===== config.mk =====
export PLATFORM = sky130hd
export DESIGN_NAME = idx_window
export DESIGN_NICKNAME = d
export VERILOG_FILES = /design/src/rtl/idx_window_pkg.sv /design/src/rtl/iw_route.sv /design/src/rtl/iw_lanes.sv /design/src/rtl/idx_window.sv
export SDC_FILE = /design/constraint.sdc
export NUM_CORES = 1
export LEC_CHECK = 0
export BUFFER_PORTS_ARGS = -buffer_cell sky130_fd_sc_hd__buf_2
export CORE_MARGIN = 3
export CORE_UTILIZATION = 39
export CTS_CLUSTER_SIZE = 24
export DETAILED_ROUTE_END_ITERATION = 6
export GPL_TIMING_DRIVEN = 0
export PLACE_DENSITY_LB_ADDON = 0.25
export RECOVER_POWER = 100
export SYNTH_ARGS = -nofsm -noshare
export SYNTH_HDL_FRONTEND = slang
export SYNTH_HIERARCHICAL = 1
export SYNTH_SLANG_ARGS = --single-unit

===== constraint.sdc =====
create_clock -name clk -period 12.6 [get_ports clk]
set_input_delay 0 -clock clk [delete_from_list [all_inputs] [get_ports clk]]
set_output_delay 0 -clock clk [all_outputs]
set_load 0.03 [all_outputs]

===== src/rtl/idx_window_pkg.sv =====
// Shared constants, types and lane helpers for the indexed window front end.
// Assumes a 32-bit register word and byte addressing on the host side.
package idx_window_pkg;

    localparam int IDX_WORD = 0;  // word holding the pointer register
    localparam int WIN_WORD = 1;  // word acting as the data window

    typedef enum logic [1:0] {
        SZ_BYTE = 2'd0,
        SZ_HALF = 2'd1,
        SZ_WORD = 2'd2,
        SZ_BAD  = 2'd3
    } size_e;

    typedef enum logic [1:0] {
        TGT_NONE  = 2'd0,
        TGT_INDEX = 2'd1,
        TGT_BANK  = 2'd2,
        TGT_MEM   = 2'd3
    } tgt_e;

    // Bit mask covering the low bytes of an access of the given size.
    function automatic logic [31:0] size_mask(input logic [1:0] sz);
        case (sz)
            SZ_BYTE: size_mask = 32'h0000_00FF;
            SZ_HALF: size_mask = 32'h0000_FFFF;
            SZ_WORD: size_mask = 32'hFFFF_FFFF;
            default: size_mask = 32'h0000_0000;
        endcase
    endfunction

    // Byte-enable pattern of an access of the given size, before shifting.
    function automatic logic [3:0] size_be(input logic [1:0] sz);
        case (sz)
            SZ_BYTE: size_be = 4'b0001;
            SZ_HALF: size_be = 4'b0011;
            SZ_WORD: size_be = 4'b1111;
            default: size_be = 4'b0000;
        endcase
    endfunction

endpackage


===== src/rtl/iw_route.sv =====
// Decides where a host access lands: pointer register, register bank,
// video memory or nowhere. Applies the redirect through the pointer, the
// memory bound, the address-space limit, the window loop guard and the
// word-crossing rule. Purely combinational; assumes MEM_BYTES >= 4.
module iw_route
    import idx_window_pkg::*;
#(
    parameter int ADDR_W    = 12,
    parameter int MEM_BYTES = 256,
    parameter int MEM_AW    = 8
) (
    input  logic [ADDR_W-1:0] host_addr,
    input  logic [1:0]        size_code,
    input  logic [31:0]       index_val,
    output tgt_e              target,
    output logic [ADDR_W-1:0] reg_addr,
    output logic [MEM_AW-1:0] mem_byte_addr
);

    localparam logic [31:0]       MEM_LIMIT = 32'(MEM_BYTES);
    localparam logic [ADDR_W-3:0] WIN_W     = (ADDR_W-2)'(WIN_WORD);
    localparam logic [ADDR_W-3:0] IDX_W     = (ADDR_W-2)'(IDX_WORD);

    logic [2:0]  nbytes;
    logic [2:0]  lane_end;
    logic        in_window;
    logic [31:0] redirect_sum;
    logic [31:0] eff;

    // Compute the effective address and classify the access.
    always_comb begin
        nbytes        = 3'd1 << size_code;
        in_window     = host_addr[ADDR_W-1:2] == WIN_W;
        redirect_sum  = {1'b0, index_val[30:0]} + 32'(host_addr[1:0]);
        eff           = in_window ? redirect_sum : 32'(host_addr);
        lane_end      = {1'b0, eff[1:0]} + nbytes;
        reg_addr      = eff[ADDR_W-1:0];
        mem_byte_addr = redirect_sum[MEM_AW-1:0];
        target        = TGT_NONE;
        if (size_code != SZ_BAD) begin
            if (in_window && index_val[31]) begin
                if (redirect_sum <= MEM_LIMIT - 32'(nbytes))
                    target = TGT_MEM;
            end else if ((eff >> ADDR_W) == 32'd0 &&
                         eff[ADDR_W-1:2] != WIN_W &&
                         lane_end <= 3'd4) begin
                target = (eff[ADDR_W-1:2] == IDX_W) ? TGT_INDEX : TGT_BANK;
            end
        end
    end

endmodule


===== src/rtl/iw_lanes.sv =====
// Byte-lane unit for 32-bit registers: builds byte enables and positioned
// write data from a right-aligned host value, and aligns read data down to
// bit 0. Assumes the caller has already rejected word-crossing accesses.
module iw_lanes
    import idx_window_pkg::*;
(
    input  logic [1:0]  byte_off,
    input  logic [1:0]  size_code,
    input  logic [31:0] wr_data,
    input  logic [31:0] rd_word,
    output logic [3:0]  byte_en,
    output logic [31:0] wr_lanes,
    output logic [31:0] wr_bits,
    output logic [31:0] rd_aligned
);

    logic [31:0] mask;
    logic [4:0]  shift;

    // Shift masks and data by the byte offset inside the word.
    always_comb begin
        mask       = size_mask(size_code);
        shift      = {byte_off, 3'b000};
        byte_en    = size_be(size_code) << byte_off;
        wr_lanes   = (wr_data & mask) << shift;
        wr_bits    = mask << shift;
        rd_aligned = (rd_word >> shift) & mask;
    end

endmodule


===== src/rtl/idx_window.sv =====
// Host front end with a pointer register and a data window. Window accesses
// reach video memory (pointer bit 31 set) or are redirected once into the
// register space. Requests are single-cycle. The bank and the memory answer
// combinationally in the request cycle, and read data is registered.
module idx_window
    import idx_window_pkg::*;
#(
    parameter int ADDR_W    = 12,
    parameter int MEM_BYTES = 256,
    parameter int MEM_AW    = $clog2(MEM_BYTES)
) (
    input  logic              clk,
    input  logic              rst_n,
    input  logic              h_req,
    input  logic              h_wr,
    input  logic [ADDR_W-1:0] h_addr,
    input  logic [1:0]        h_size,
    input  logic [31:0]       h_wdata,
    output logic [31:0]       h_rdata,
    output logic              h_rvalid,
    output logic              rb_req,
    output logic              rb_wr,
    output logic [ADDR_W-1:0] rb_addr,
    output logic [3:0]        rb_be,
    output logic [31:0]       rb_wdata,
    input  logic [31:0]       rb_rdata,
    input  logic              rb_hit,
    output logic              mem_req,
    output logic              mem_wr,
    output logic [MEM_AW-1:0] mem_addr,
    output logic [1:0]        mem_size,
    output logic [31:0]       mem_wdata,
    input  logic [31:0]       mem_rdata
);

    localparam logic [ADDR_W-3:0] WIN_W = (ADDR_W-2)'(WIN_WORD);

    tgt_e              target;
    logic [ADDR_W-1:0] eff_addr;
    logic [31:0]       idx_q;
    logic [31:0]       lane_src;
    logic [31:0]       wr_lanes;
    logic [31:0]       wr_bits;
    logic [31:0]       rd_aligned;
    logic [31:0]       rd_mux;

    iw_route #(
        .ADDR_W   (ADDR_W),
        .MEM_BYTES(MEM_BYTES),
        .MEM_AW   (MEM_AW)
    ) u_route (
        .host_addr    (h_addr),
        .size_code    (h_size),
        .index_val    (idx_q),
        .target       (target),
        .reg_addr     (eff_addr),
        .mem_byte_addr(mem_addr)
    );

    iw_lanes u_lanes (
        .byte_off  (eff_addr[1:0]),
        .size_code (h_size),
        .wr_data   (h_wdata),
        .rd_word   (lane_src),
        .byte_en   (rb_be),
        .wr_lanes  (wr_lanes),
        .wr_bits   (wr_bits),
        .rd_aligned(rd_aligned)
    );

    // Drive the bank and memory strobes for the routed access.
    always_comb begin
        rb_req    = h_req && (target == TGT_BANK);
        rb_wr     = h_wr;
        rb_addr   = eff_addr;
        rb_wdata  = wr_lanes;
        mem_req   = h_req && (target == TGT_MEM);
        mem_wr    = h_wr;
        mem_size  = h_size;
        mem_wdata = h_wdata & size_mask(h_size);
        lane_src  = (target == TGT_INDEX) ? idx_q : rb_rdata;
    end

    // Select the read result for the routed target.
    always_comb begin
        case (target)
            TGT_INDEX: rd_mux = rd_aligned;
            TGT_BANK:  rd_mux = rb_hit ? rd_aligned : 32'd0;
            TGT_MEM:   rd_mux = mem_rdata & size_mask(h_size);
            default:   rd_mux = 32'd0;
        endcase
    end

    // Pointer register with byte-lane merge.
    always_ff @(posedge clk) begin
        if (!rst_n)
            idx_q <= 32'd0;
        else if (h_req && h_wr && target == TGT_INDEX)
            idx_q <= (idx_q & ~wr_bits) | wr_lanes;
    end

    // Registered read response, one cycle after the request.
    always_ff @(posedge clk) begin
        if (!rst_n) begin
            h_rvalid <= 1'b0;
            h_rdata  <= 32'd0;
        end else begin
            h_rvalid <= h_req && !h_wr;
            if (h_req && !h_wr)
                h_rdata <= rd_mux;
        end
    end


    idx_wr_chk: assert property (@(posedge clk) disable iff (!rst_n)
        (h_req && h_wr && h_addr == '0 && h_size == SZ_WORD) |=> (idx_q == $past(h_wdata)));


    resp_chk: assert property (@(posedge clk) disable iff (!rst_n)
        (h_req && !h_wr) |=> h_rvalid);


    mem_sel_chk: assert property (@(posedge clk) disable iff (!rst_n)
        mem_req |-> (idx_q[31] && h_addr[ADDR_W-1:2] == WIN_W));


    mem_bound_chk: assert property (@(posedge clk) disable iff (!rst_n)
        mem_req |-> ((32'(mem_addr) + (32'd1 << mem_size)) <= 32'(MEM_BYTES)));


    win_loop_chk: assert property (@(posedge clk) disable iff (!rst_n)
        rb_req |-> (rb_addr[ADDR_W-1:2] != WIN_W));


    one_path_chk: assert property (@(posedge clk) disable iff (!rst_n)
        !(rb_req && mem_req));

endmodule


; ---- Word-level counts from Yosys, hierarchy flattened
; Cells that the tools add are included.
[op_classes]
shift = 5
eq_ne = 8
muxes = 12
bitwise_logic = 6
n_addsub = 3
order_cmp = 2
n_reduce_logical = 12
[op_table]
columns = operator, count
row1 = one-hot mux 32 bit (3 select lines), 2
row2 = AND 32 bit, 4
row3 = 2-to-1 mux 32 bit, 4
row4 = left shift 32 x 5 -> 32 bit, 2
row5 = adder 31 x 2 -> 32 bit, 1
row6 = less-or-equal comparator 32 bit, 1
row7 = zero test 32 bit, 1
row8 = inverter 32 bit, 1
row9 = OR 32 bit, 1
row10 = right shift 32 x 5 -> 32 bit, 1
row11 = one-hot mux 4 bit (3 select lines), 1
row12 = "== test 10 x 1 -> 1 bit, second input constant", 1
row13 = zero test 10 bit, 1
row14 = 2-to-1 mux 2 bit, 5
row15 = "!= test 10 x 1 -> 1 bit, second input constant", 1
row16 = "subtractor 9 x 3 -> 10 bit, first input constant", 1
row17 = logical AND 1 bit, 8
row18 = "== test 2 bit, second input constant", 3
row19 = "== test 2 x 1 -> 1 bit, second input constant", 2
row20 = left shift 4 x 2 -> 4 bit, 1
row21 = adder 2 x 3 -> 3 bit, 1
row22 = "less-or-equal comparator 3 bit, second input constant", 1
row23 = "left shift 1 x 2 -> 3 bit, first input constant", 1
row24 = zero test 2 bit, 1
row25 = 2 further kinds, 2
[word_totals]
reg_bits = 65
in_bits = 115
out_inout_bits = 127
word_cells = 51

; ---- Logic depth before layout (Yosys ltp)
; Gate-level depths: netlist of run 1.
[logic_depth]
ltp_word = 14
ltp_mapped = 24
depth_no_buf = 21

; ---- Cells and area by module
; Netlist of run 1, hierarchy kept.
[modules_own_cells]
columns = module, instances, cells_per_inst, area_per_inst_um2
row1 = idx_window, 1, 411, 3716.1
row2 = iw_lanes, 1, 210, 1467.7
row3 = iw_route, 1, 180, 1273.7

; ---- Worst setup path after synthesis of run 1
; Ideal clock, no wire load.
[synth_timing]
path_kind = register to register
startpoint = register idx_q[0]
endpoint = register h_rdata[14]
path_stages_with_launch = 22
n_path_buf = 3
setup_time_ns = 0.088
arrival_ns = 4.751
setup_slack_ns = 7.761
cell_sequence = dfxtp_1 -> ha_1 -> fa_1 -> clkbuf_1 -> xor2_1 -> ha_1 -> o21ai_0 -> a21oi_1 -> o31ai_1 -> a211oi_1 -> a2111oi_0 -> a31oi_1 -> o22ai_1 -> nor2b_1 -> buf_6 -> buf_4 -> mux2_2 -> nor2b_1 -> a211oi_1 -> a211oi_1 -> o21ai_2 -> a311oi_2
[synth_between]
elab_chain_len = 14
word_cells_on_any_way = 23
cone_classes = add/sub (2) / order compare (2) / eq/ne (4) / shift (1) / mux (9) / bitwise (1) / reduce/logical (4)
[synth_rtl]
columns = item, line_no
row1 = start: declaration, idx_window.sv:40  ; logic [31:0] idx_q;
row2 = start signal: assignment, idx_window.sv:99  ; idx_q <= (idx_q & ~wr_bits) | wr_lanes;
row3 = adder 31 x 2 -> 32 bit *, iw_route.sv:34  ; redirect_sum = {1'b0, index_val[30:0]} + 32'(host_addr[1:0]);
row4 = via mem_addr[2], idx_window.sv:30  ; output logic [MEM_AW-1:0] mem_addr,
row5 = branches (longest 5 deep; another with less-or-equal comparator 32 bit), -
row6 = 2-to-1 mux 2 bit *, iw_route.sv:41  ; if (in_window && index_val[31]) begin
row7 = 2-to-1 mux 2 bit *, iw_route.sv:40  ; if (size_code != SZ_BAD) begin
row8 = via target[1], idx_window.sv:38  ; tgt_e target;
row9 = == test 2 x 1 -> 1 bit *, idx_window.sv:81  ; lane_src = (target == TGT_INDEX) ? idx_q : rb_rdata;
row10 = 2-to-1 mux 32 bit *, idx_window.sv:81
row11 = via lane_src[14], idx_window.sv:41  ; logic [31:0] lane_src;
row12 = right shift 32 x 5 -> 32 bit *, iw_lanes.sv:27  ; rd_aligned = (rd_word >> shift) & mask;
row13 = AND 32 bit *, iw_lanes.sv:27
row14 = via rd_aligned[14], idx_window.sv:44  ; logic [31:0] rd_aligned;
row15 = 2-to-1 mux 32 bit, idx_window.sv:88  ; TGT_BANK: rd_mux = rb_hit ? rd_aligned : 32'd0;
row16 = one-hot mux 32 bit (3 select lines) *, idx_window.sv:86  ; case (target)
row17 = end signal: assignment, idx_window.sv:110  ; h_rdata <= rd_mux;
row18 = end: declaration, idx_window.sv:19  ; output logic [31:0] h_rdata,
; Mark *: on every way through the listed nets, which the timed path passes.
; A chain may end at the register's enable or synchronous reset.

; ---- Worst setup path in the final report of run 1
[layout_timing]
startpoint = register idx_q[0]
endpoint = register h_rdata[0]
[layout_between]
elab_chain_len = 14
word_cells_on_any_way = 23
cone_classes = add/sub (2) / order compare (2) / eq/ne (4) / shift (1) / mux (9) / bitwise (1) / reduce/logical (4)
[layout_rtl]
columns = item, line_no
row1 = adder 31 x 2 -> 32 bit *, iw_route.sv:34
row2 = 2-to-1 mux 32 bit, iw_route.sv:35  ; eff = in_window ? redirect_sum : 32'(host_addr);
row3 = adder 2 x 3 -> 3 bit (tied with other cells), iw_route.sv:36  ; lane_end = {1'b0, eff[1:0]} + nbytes;
row4 = less-or-equal comparator 3 bit or logical AND 1 bit (tied branches), "iw_route.sv:46, iw_route.sv:44"
row5 = logical AND 1 bit, iw_route.sv:45  ; eff[ADDR_W-1:2] != WIN_W &&
row6 = 2-to-1 mux 2 bit, iw_route.sv:44  ; end else if ((eff >> ADDR_W) == 32'd0 &&
row7 = 2-to-1 mux 2 bit *, iw_route.sv:41
row8 = 2-to-1 mux 2 bit *, iw_route.sv:40
row9 = via target[0], idx_window.sv:38
row10 = == test 2 x 1 -> 1 bit *, idx_window.sv:81
row11 = 2-to-1 mux 32 bit *, idx_window.sv:81
row12 = via lane_src[24], idx_window.sv:41
row13 = right shift 32 x 5 -> 32 bit *, iw_lanes.sv:27
row14 = AND 32 bit *, iw_lanes.sv:27
row15 = via rd_aligned[0], idx_window.sv:44
row16 = 2-to-1 mux 32 bit, idx_window.sv:88
row17 = one-hot mux 32 bit (3 select lines) *, idx_window.sv:86
; The timed path passes the listed nets; every way through them passes the cells marked *.

==> metrics.txt, run 1 <==
Non-Filler Cell Area, Final=8185 um^2; worst path arrival time=6.70 ns; Final Slew Violations=18; number of cells produced by synthesis=801; aggregate global routing overflow=0; routed via count divided by cell count=5.509; combinational power share=33.3%; Post-Place Cells=1258; top_reg_cell synth=dfxtp_1; y dimension of the die=134.7 um; number of optimization iterations in the first detailed-route pass=5; number of antenna violations at the first check in global routing=4; max-slew headroom at the worst pin=-11.60%; core area=16060 um^2; Clk pwr share=34.2%; flip-flop and latch count after synthesis=65; clock network latency to the later pin of the worst-skew pair=0.35 ns; Total Routing Usage GR=26.80%; placement-stage cell area=7934 um^2; unrepaired setup endpoints after global routing=no; Synth Warn #=6; sum of routed wire length over all layers=25100 um; GRT busiest layer=met2; top achievable clock speed=154.6 MHz; total leakage power=0.003477 uW; number of input and output port buffers inserted=241; Post-Place Setup Slack=7.003 ns; largest net degree at the start of global routing=18; fraction of post-synthesis cell area in the top cell type by area=20.15%; Mapped Nets=936; clock root buffer=clkbuf_16; per-cell routed wire length=19.29 um; remaining number of nets flagged by the antenna check after routing=0; number of buffers created by CTS=9; distinct cell type count of the synthesized netlist=70; mean post-synth cell area=8.062 um^2; area of the multi-input gates=4375 um^2; proportion of synthesized chip area in sequential cells=20.15%; CTS H-Tree Depth=3; sequential share of power=32.6%; Setup crit end kind=flip-flop; worst reg2reg startpoint=idx_q[0]$_SDFFE_PN0P_; Power per Cell Area=80.95 nW/um^2; Worst Path Class, Setup=flip-flop to flip-flop; count of maximum capacitance violations=1; transition at the pin with the smallest max-transition slack=1.661 ns; Fin Hold WS=0.01723 ns; number of hold violations in the final report=0; required time of the worst setup path=12.83 ns; initial standard-cell utilization of the core=40.21%; share of flip-flops with an asynchronous set or reset=0%; die area=18140 um^2; Sequential cell area=1301 um^2; CTS tree=done; worst hold stages=3; routability-driven placement congestion ratio=0.9983; number of top-level design ports=242; Sw Share=36.40%; vias in the first global route=6797; number of DRC violations after detailed routing=0; startpoint kind of the worst setup timing path=flip-flop; Hold-fix buffers, CTS=23; count of clock tree sinks=65; final total negative setup slack=0 ns; worst IR drop on VDD=0.06907 mV; Tightest Hold Check Type=input pin to flip-flop; wire length of the first global-routing pass=37890 um; maximum net fanout on the critical path=10; number of fillers in the final layout=1625; area grow syn2layout=26.76%; die extent in x=134.7 um; Rows=46; status=finished with violations; met1 usage in global routing=34.16%; Via Count=7167; launch point of the worst hold path=mem_rdata[25]; clock transition time at the flip-flop clock pins of the worst setup and hold paths=0.06 ns; Final setup viols=0; initial drt markers=451; EDFF count, synth=0; met2 track utilization from global routing=45.30%; failing checks=capacitance limit, slew limit; final period utilization=51.35%; routing usage on met3=4.508%; cells resized by post-CTS repair=0; number of buffers between clock root and the deepest sink=2; least setup slack across all paths after layout=6.130 ns; Netlist Area Pre-Place=6457 um^2; Final Net Count=1211; top area cells in the synthesized netlist=dfxtp_1 (20%), mux2_2 (5.8%), buf_4 (5.5%), mux2i_1 (4.5%), nand2_1 (4.1%); maximum clock skew at final layout=0.005896 ns; non-filler instance count after layout=1301; timing startpoint of the critical path=idx_q[0]$_SDFFE_PN0P_; post-route minimum period=6.470 ns; Internal=421.4 uW; fraction of final layout cells with drive strength greater than 1=27.84%; Switching Power=241.2 uW; HPWL after detailed placement=20070 um; post-CTS setup buffer count=0; count of cells along the worst register-to-register path=23; Synth area leader=dfxtp_1
## worst max-delay path, stage by stage, from the launching register on
cell and delay, ns:
dfxtp_1 0.43, ha_1 0.22, fa_1 0.18, clkbuf_1 0.39
nand2_1 0.12, o21ai_0 0.22, and2_0 0.21, inv_1 0.08
ha_1 0.30, nand4_1 0.07, nor3_1 0.24, o2111ai_1 0.16
a2111oi_0 0.59, nand4_1 0.16, o211ai_1 0.39, nor2b_1 0.21
clkbuf_1 0.36, clkbuf_1 0.46, mux2_1 0.46, mux2i_1 0.21
o22ai_1 0.11, o21ai_0 0.10, a311oi_1 0.11, dlygate4sd3_1 0.59
## power by group through the flow
stage / sequential [uW] / clock [uW] / combinational (uW)
2_1_floorplan: 232 / 0 / 131
3_3_place_gp: 220 / 0 / 218
3_5_place_dp: 220 / 0 / 219
4_1_cts: 215 / 230 / 226
5_1_grt: 216 / 239 / 235
6_report: 216 / 226 / 220
## cells in the final DEF (no fill, tap or decap), types with 25 or more instances in the layout
cell type	instances
nor2_1	60
a211oi_1	25
buf_2	145
clkbuf_1	138
dfxtp_1	65
nand2_1	70
a21oi_1	48
mux2i_1	29
nor2b_1	28
o21ai_0	38
buf_4	46
a31o_2	26
## state kept, by name (all words and copies together) (netlist names)
signal,count
h_rdata,32
idx_q,32
h_rvalid,1
## final timing paths
kind / to / slack [ns]
worst max-delay path: h_rdata[0]$_SDFFE_PN0P_ / 6.13
worst min-delay path: h_rdata[25]$_SDFFE_PN0P_ / 0.02
worst max register to register: h_rdata[0]$_SDFFE_PN0P_ / 6.13
worst min register to register: h_rdata[1]$_SDFFE_PN0P_ / 0.51
## kinds of logic (layout without fill, tap and decap cells)
group,count (synthesis),count (layout),share of synthesized area [%]
flip-flops,65,65,20.15
other,0,4,0
AO/OA/AOI/OAI,240,240,28.13
AND/OR/NAND/NOR,289,289,24.39
buffers and inverters,114,394,11.47
XOR/XNOR,11,11,1.492
adder cells (fa/ha/maj),20,20,4.108
multiplexers,62,62,10.25
## cells in the mapped netlist (7+ instances only)
library cell  count
nand2_1          70
dfxtp_1          65
nor2_1           59
a21oi_1          47
buf_4            47
mux2_2           33
and2_1           32
mux2i_1          29
nor2b_1          28
o21ai_0          27
a31o_2           26
a211oi_1         25
ha_1             18
inv_1            17
and3_1           16
clkbuf_1         16
o22ai_1          16
buf_2            14
buf_6            14
nand3_1          13
nor3b_1          13
a311oi_2         12
a211oi_2         10
nand2b_1         10
o21ai_1          10
a31oi_1           9
a21oi_2           8
a221o_1           8
nor3_1            8
nand4_1           7
xor2_1            7
## area by class of cell
| class | count | share of cell area, % |
|---|---|---|
| multi-input combinational | 622 | 53.45 |
| sequential | 65 | 15.90 |
| timing repair buffer | 264 | 15.90 |
| buffer | 96 | 7.276 |
| tap | 216 | 3.302 |
| clock buffer | 10 | 2.797 |
| inverter | 18 | 0.8254 |
| clock inverter | 6 | 0.4280 |
| antenna | 4 | 0.1223 |
## metrics by stage
stage          power (uW)  utilization (%)
2_1_floorplan       363.6                -
3_3_place_gp        438.1            49.41
3_5_place_dp        439.0            49.41
4_1_cts             670.7            52.49
5_1_grt             690.5            50.97
6_report            662.6            50.97
## layer usage
| layer | vias up | share of wire, % |
|---|---|---|
| met3 | 43 | 6.9 |
| li1 | 3471 | - |
| met4 | 0 | 3.1 |
| met2 | 340 | 47 |
| met5 | - | 0 |
| met1 | 3313 | 43 |
(Power assumes the default switching activity.)
==> run 2: changes to the inputs <==
- clock period: 12.6 -> 6.5 ns (I/O delays scaled with it)
==> run 2 against run 1 <==
  * The run still ends with capacitance limit, slew limit left
  * Sequential power is 94% higher
  * Maximum frequency increased by 11%
  * Global-route usage unchanged
  * Hold slack improved by 0.0029 ns
  * Combinational power is 95% higher
  * Clock power up 94%
==> metrics.txt, run 2 (synthesis results as in run 1) <==
unrepaired setup endpoints after global routing=no (unchanged); number of hold violations in the final report=0 (unchanged); count of clock tree sinks=65 (unchanged); failing checks=capacitance limit, slew limit (unchanged); number of optimization iterations in the first detailed-route pass=5 (unchanged); status=finished with violations (unchanged); final period utilization=89.82% (was 51.35%); number of top-level design ports=242 (unchanged); largest net degree at the start of global routing=18 (unchanged); core area=16060 um^2 (unchanged); area grow syn2layout=27.46% (was 26.76%); y dimension of the die=134.7 um (unchanged); required time of the worst setup path=6.73 ns (was 12.83 ns); worst hold stages=3 (unchanged); sum of routed wire length over all layers=25120 um (was 25100 um); number of DRC violations after detailed routing=0 (unchanged); Final Net Count=1211 (unchanged); clock root buffer=clkbuf_16 (unchanged); Tightest Hold Check Type=input pin to flip-flop (unchanged); vias in the first global route=6797 (unchanged); end point of the worst hold path=h_rdata[25]$_SDFFE_PN0P_ (unchanged); die extent in x=134.7 um (unchanged); number of input and output port buffers inserted=241 (unchanged); initial standard-cell utilization of the core=40.21% (unchanged); clock network latency to the later pin of the worst-skew pair=0.34 ns (was 0.35 ns); fraction of final layout cells with drive strength greater than 1=28.77% (was 27.84%); routability-driven placement congestion ratio=0.9983 (unchanged); post-CTS setup buffer count=0 (unchanged); CTS H-Tree Depth=3 (unchanged); routed via count divided by cell count=5.523 (was 5.509); die area=18140 um^2 (unchanged); Worst Path Class, Setup=flip-flop to flip-flop (unchanged); commonest cells after routing, fill and taps aside=buf_2 (145), clkbuf_1 (133), nand2_1 (70), dfxtp_1 (65), nor2_1 (60) (was buf_2 (145), clkbuf_1 (138), nand2_1 (70), dfxtp_1 (65), nor2_1 (60)); Via Count=7185 (was 7167); leading registers by flop count=h_rdata: 32 flops, idx_q: 32 flops, h_rvalid: 1 flops (unchanged); Total Routing Usage GR=26.80% (unchanged); max-slew headroom at the worst pin=-6.938% (was -11.60%); Final setup viols=0 (unchanged); wire length of the first global-routing pass=37890 um (unchanged); total leakage power=0.003515 uW (was 0.003477 uW); Setup crit end kind=flip-flop (unchanged); transition at the pin with the smallest max-transition slack=1.592 ns (was 1.661 ns); clock transition time at the flip-flop clock pins of the worst setup and hold paths=0.06 ns (about the same); R2R Setup Slk=0.66 ns (was 6.13 ns); r2r endpoint=h_rdata[0]$_SDFFE_PN0P_ (unchanged); count of cells along the worst register-to-register path=23 (unchanged); count of maximum capacitance violations=1 (unchanged); post-route minimum period=5.838 ns (was 6.470 ns); worst IR drop on VDD=0.1317 mV (was 0.06907 mV); startpoint kind of the worst setup timing path=flip-flop (unchanged); worst reg2reg startpoint=idx_q[0]$_SDFFE_PN0P_ (unchanged); maximum net fanout on the critical path=10 (unchanged); remaining number of nets flagged by the antenna check after routing=0 (unchanged); number of buffers created by CTS=9 (unchanged); worst path arrival time=6.07 ns (was 6.70 ns); aggregate global routing overflow=0 (unchanged); timing startpoint of the critical path=idx_q[0]$_SDFFE_PN0P_ (unchanged); initial drt markers=401 (was 451); top achievable clock speed=171.3 MHz (was 154.6 MHz); Final Slew Violations=18 (unchanged); Rows=46 (unchanged); per-cell routed wire length=19.31 um (was 19.29 um); final core utilization=51.25% (was 50.97%); final total negative setup slack=0 ns (unchanged); number of buffers between clock root and the deepest sink=2 (unchanged); launch point of the worst hold path=mem_rdata[25] (unchanged); number of antenna violations at the first check in global routing=4 (unchanged); HPWL after detailed placement=20070 um (unchanged); Power per Cell Area=156.0 nW/um^2 (was 80.95 nW/um^2); maximum clock skew at final layout=0.005880 ns (was 0.005896 ns); CTS tree=done (unchanged); commonest non-fill, non-tap cell in the layout=buf_2 (unchanged)
[run 2: cell count changes in the layout (fill, tap and decap cells not counted), moves of 3 or more]
cell      previous run  this run
clkbuf_1           138       133
buf_6                6        10
mux2_1              12         9
mux2_2              21        24
[run 2: final cells by class]
class / instances / area (um^2)
Clock buffer: 10 / 229.0
Inverter: 18 / 67.56
Sequential cell: 65 / 1301
Clock inverter: 6 / 35.03
Tap cell: 216 / 270.3
Fill cell: 1618 / 7828
Antenna cell: 4 / 10.01
Buffer: 96 / 629.4
Timing Repair Buffer: 264 / 1301
Multi-Input combinational cell: 622 / 4387
[run 2: how the worst max path moves through the flow]
stage                                           to  cells after the start  slack [ns]
after global placement    h_rdata[12]$_SDFFE_PN0P_                     23        0.89
after detailed placement  h_rdata[11]$_SDFFE_PN0P_                     23        0.90
after global routing       h_rdata[0]$_SDFFE_PN0P_                     24        0.16
final                      h_rdata[0]$_SDFFE_PN0P_                     23        0.66
after CTS                  h_rdata[0]$_SDFFE_PN0P_                     23        0.56
after floorplan           h_rdata[14]$_SDFFE_PN0P_                     21        1.66
[run 2: per-stage QoR]
step	hold slack, ns	instance area (um^2)	instances	power (uW)	worst slack (ns)
6_report	0.02017	8230	1301	1284	0.6619
5_1_grt	0.02765	8230	1301	1339	0.1580
4_1_cts	0.01400	8428	1297	1300	0.5635
3_5_place_dp	0.2806	7934	1258	851.0	0.9031
3_3_place_gp	0.2755	7934	1258	849.2	0.8939
2_1_floorplan	0.1317	6457	801	704.8	1.661
[run 2: report_power, final]
group / internal, uW / total, uW / switching (uW)
clock: 255 / 438 / 183
sequential: 411 / 418 / 6.91
combinational: 151 / 428 / 277
[run 2: layer usage]
layer  routed length (um)  up-vias  share of wire [%]  GRT usage [%]
li1                     -     3468                  -              -
met1                10820     3303                 43          34.16
met2                11670      368                 46          45.30
met3                 1842       46                7.3          4.508
met4                  789        0                3.1          10.29
met5                    0        -                  0              0
[run 2: critical path, cell delays in order (launching register included)]
cell and delay (ns):
dfxtp_1 0.43, ha_1 0.22, fa_1 0.18, clkbuf_1 0.39
nand2_1 0.11, o21ai_0 0.22, and2_0 0.21, inv_1 0.07
ha_1 0.30, nand4_1 0.07, nor3_1 0.24, o2111ai_1 0.16
a2111oi_0 0.60, nand4_1 0.18, o211ai_2 0.23, nor2b_1 0.22
buf_6 0.16, buf_4 0.19, mux2_1 0.42, mux2i_1 0.21
o22ai_1 0.11, o21ai_0 0.10, a311oi_1 0.11, dlygate4sd3_1 0.59
[run 2: timing repair]
item,4_1_cts,5_1_grt
endpoints found under the hold margin,22,0
setup endpoints to repair,0,1
hold buffers,23,0
resized for setup,0,1
==> run 3: changes to the inputs <==
--- a/config.mk
+++ b/config.mk
@@ -9,4 +9,5 @@
 export CORE_MARGIN = 3
 export CORE_UTILIZATION = 39
+export CTS_BUF_LIST = sky130_fd_sc_hd__clkbuf_4 sky130_fd_sc_hd__clkbuf_8
 export CTS_CLUSTER_SIZE = 24
 export DETAILED_ROUTE_END_ITERATION = 6
==> constraint.sdc (replaced) <==
create_clock -name clk -period 6.5 [get_ports clk]
set_input_delay 0 -clock clk [delete_from_list [all_inputs] [get_ports clk]]
set_output_delay 0 -clock clk [all_outputs]
set_load 0.005 [all_outputs]
==> run 3 against run 2 <==
  * The flow still finishes with violations (capacitance limit, slew limit)
  * Global-route usage decreased by 0.086 points
  * Sequential share of layout area decreased by 0.084 points
  * Cell count increased by 0.85%
  * Sequential power about the same
  * Hold slack improved by 0.038 ns
  * Via count increased by 0.61%
  * Maximum frequency decreased by 0.51%
  * Clock power decreased by 31%
  * Clock skew increased by 0.00061 ns
  * Total power decreased by 17%
  * Largest power group is now registers
  * Highest routed layer unchanged
==> metrics.txt, run 3 (synthesis results as in run 1) <==
status=finished with violations (unchanged); failing checks=capacitance limit, slew limit (unchanged); count of cell instances traversed by the critical path=24 (was 23); WP buf/inv=5 (unchanged); remaining number of nets flagged by the antenna check after routing=0 (unchanged); Fin Hold WS=0.05786 ns (was 0.02017 ns); number of DRC violations after detailed routing=0 (unchanged); aggregate global routing overflow=0 (unchanged); family with the most delay on the worst path=buffers and inverters (was compound AO/OA/AOI/OAI gates); count of cells along the worst register-to-register path=24 (was 23); r2r endpoint=h_rdata[0]$_SDFFE_PN0P_ (unchanged); combinational power share=32.7% (was 33.3%); non-filler instance count after layout=1312 (was 1301); Worst Path Class, Setup=flip-flop to flip-flop (unchanged); timing startpoint of the critical path=idx_q[0]$_SDFFE_PN0P_ (unchanged); routed via count divided by cell count=5.510 (was 5.523); clock network latency to the later pin of the worst-skew pair=0.37 ns (was 0.34 ns); number of buffers created by CTS=9 (unchanged); startpoint kind of the worst setup timing path=flip-flop (unchanged); number of hold violations in the final report=0 (unchanged); wire length of the first global-routing pass=37870 um (was 37890 um); core area=16060 um^2 (unchanged); Power per Cell Area=129.5 nW/um^2 (was 156.0 nW/um^2); Total Routing Usage GR=26.71% (was 26.80%); clock transition time at the flip-flop clock pins of the worst setup and hold paths=0.07 ns (was 0.06 ns); vias in the first global route=6808 (was 6797); count of maximum capacitance violations=1 (unchanged); post-route minimum period=5.868 ns (was 5.838 ns); die area=18140 um^2 (unchanged); number of optimization iterations in the first detailed-route pass=5 (unchanged); series of cell instances along the critical path=ha_1 > fa_1 > clkbuf_1 > nand2_1 > o21ai_0 > and2_0 > inv_1 > ha_1 > nand4_1 > nor3_1 > or2_2 > a211oi_1 > a2111oi_0 > nand4_1 > o211ai_2 > nor2b_1 > buf_6 > buf_4 > mux2_1 > mux2i_1 > o22ai_1 > o21ai_0 > a311oi_1 > dlygate4sd3_1 (was ha_1 > fa_1 > clkbuf_1 > nand2_1 > o21ai_0 > and2_0 > inv_1 > ha_1 > nand4_1 > nor3_1 > o2111ai_1 > a2111oi_0 > nand4_1 > o211ai_2 > nor2b_1 > buf_6 > buf_4 > mux2_1 > mux2i_1 > o22ai_1 > o21ai_0 > a311oi_1 > dlygate4sd3_1); sequential share of power=38.9% (was 32.6%); Tightest Hold Check Type=input pin to flip-flop (unchanged); total leakage power=0.003671 uW (was 0.003515 uW); maximum clock skew at final layout=0.006487 ns (was 0.005880 ns); fraction of final layout cells with drive strength greater than 1=32.72% (was 28.77%); Post-Place Cells=1258 (unchanged); commonest non-fill, non-tap cell in the layout=buf_2 (unchanged); transition at the pin with the smallest max-transition slack=1.600 ns (was 1.592 ns); Switching Power=363.3 uW (was 466.3 uW); master of the slowest instance on the critical path=dlygate4sd3_1 (was a2111oi_0); y dimension of the die=134.7 um (unchanged); number of antenna violations at the first check in global routing=4 (unchanged); required time of the worst setup path=6.75 ns (was 6.73 ns); CTS tree=done (unchanged); Final Net Count=1221 (was 1211); top achievable clock speed=170.4 MHz (was 171.3 MHz); Via Count=7229 (was 7185); worst path arrival time=6.12 ns (was 6.07 ns); initial drt markers=409 (was 401); initial standard-cell utilization of the core=40.21% (unchanged); number of buffers between clock root and the deepest sink=2 (unchanged); Clk pwr share=28.3% (was 34.1%); number of input and output port buffers inserted=241 (unchanged); worst IR drop on VDD=0.08436 mV (was 0.1317 mV); max-slew headroom at the worst pin=-7.491% (was -6.938%); largest net degree at the start of global routing=18 (unchanged); Sw Share=33.91% (was 36.32%); number of top-level design ports=242 (unchanged); R2R Setup Slk=0.63 ns (was 0.66 ns); final total negative setup slack=0 ns (unchanged); delay contributed by the slowest stage of the critical path=0.59 ns (was 0.60 ns); routability-driven placement congestion ratio=0.9983 (unchanged); crit path to=h_rdata[0]$_SDFFE_PN0P_ (unchanged); sum of routed wire length over all layers=25150 um (was 25120 um); final period utilization=90.28% (was 89.82%); Final setup viols=0 (unchanged); commonest cells after routing, fill and taps aside=buf_2 (188), clkbuf_1 (86), nand2_1 (70), dfxtp_1 (65), nor2_1 (60) (was buf_2 (145), clkbuf_1 (133), nand2_1 (70), dfxtp_1 (65), nor2_1 (60)); Rows=46 (unchanged); leading registers by flop count=h_rdata: 32 flops, idx_q: 32 flops, h_rvalid: 1 flops (unchanged); Setup crit end kind=flip-flop (unchanged); die extent in x=134.7 um (unchanged); HPWL after detailed placement=20070 um (unchanged); unrepaired setup endpoints after global routing=no (unchanged); number of fillers in the final layout=1608 (was 1618); Final Slew Violations=18 (unchanged); per-cell routed wire length=19.17 um (was 19.31 um); maximum net fanout on the critical path=10 (unchanged); clock root buffer=clkbuf_8 (was clkbuf_16); worst reg2reg startpoint=idx_q[0]$_SDFFE_PN0P_ (unchanged); area grow syn2layout=28.13% (was 27.46%); Internal=707.9 uW (was 817.5 uW); count of clock tree sinks=65 (unchanged); CTS H-Tree Depth=3 (unchanged)
## run 3: worst min path at each step
stage | end | depth (start not counted) | from | slack (ns)
global placement | rb_addr[5] | 3 | h_addr[5] | 0.26
finish | h_rdata[30]$_SDFFE_PN0P_ | 3 | mem_rdata[30] | 0.06
global route | h_rdata[30]$_SDFFE_PN0P_ | 3 | mem_rdata[30] | 0.09
detailed placement | rb_addr[5] | 3 | h_addr[5] | 0.26
floorplan | rb_addr[10] | 1 | h_addr[10] | 0.07
CTS | idx_q[0]$_SDFFE_PN0P_ | 3 | h_wdata[0] | 0.04
## run 3: cell type report
class / instances / area (um^2) / share of cell area, %
Antenna cell: 5 / 12.51 / 0.1512
Timing Repair Buffer: 274 / 1463 / 17.68
Tap cell: 216 / 270.3 / 3.266
Clock buffer: 10 / 131.4 / 1.588
Clock inverter: 6 / 35.03 / 0.4234
Multi-Input combinational cell: 622 / 4383 / 52.97
Buffer: 96 / 610.6 / 7.379
Sequential cell: 65 / 1301 / 15.73
Inverter: 18 / 67.56 / 0.8166
## run 3: per-stage QoR
| stage | worst slack [ns] | area, um^2 | total power (uW) | utilization [%] |
|---|---|---|---|---|
| finish | 0.6317 | 8274 | 1071 | 51.53 |
| floorplan | 1.914 | 6457 | 618.8 | - |
| global route | 0.1594 | 8272 | 1126 | 51.51 |
| global placement | 0.8939 | 7934 | 763.0 | 49.41 |
| detailed placement | 0.9031 | 7934 | 764.8 | 49.41 |
| CTS | 0.5569 | 8431 | 1083 | 52.50 |
## run 3: worst register-to-register path, stage by stage, from the launching register on
cell and delay (ns):
dfxtp_1 0.44, ha_1 0.22, fa_1 0.18, clkbuf_1 0.39, nand2_1 0.12, o21ai_0 0.22
and2_0 0.21, inv_1 0.07, ha_1 0.30, nand4_1 0.07, nor3_1 0.25, or2_2 0.16
a211oi_1 0.04, a2111oi_0 0.56, nand4_1 0.18, o211ai_2 0.23, nor2b_1 0.22, buf_6 0.16
buf_4 0.19, mux2_1 0.42, mux2i_1 0.21, o22ai_1 0.11, o21ai_0 0.10, a311oi_1 0.11
dlygate4sd3_1 0.59
## run 3: power groups by stage
stage	Combinational (uW)	Clock [uW]	Sequential, uW
global route	378	329	419
floorplan	192	0	427
global placement	337	0	426
CTS	356	309	417
finish	350	304	417
detailed placement	339	0	426
## run 3: metal layers
metal	track usage [%]	up-vias	part of all wire, %
met5	0	-	0
met4	9.389	0	2.8
met3	4.434	41	7.2
met2	45.39	350	47
met1	34.25	3344	43
li1	-	3494	-
## run 3: what timing repair did
| item | in CTS | in global routing |
|---|---|---|
| endpoints found under the setup margin | 0 | 1 |
| endpoints found under the hold margin | 32 | 0 |
| hold buffers | 33 | 0 |
| setup buffers | 0 | 0 |
| gates resized for setup | 0 | 1 |
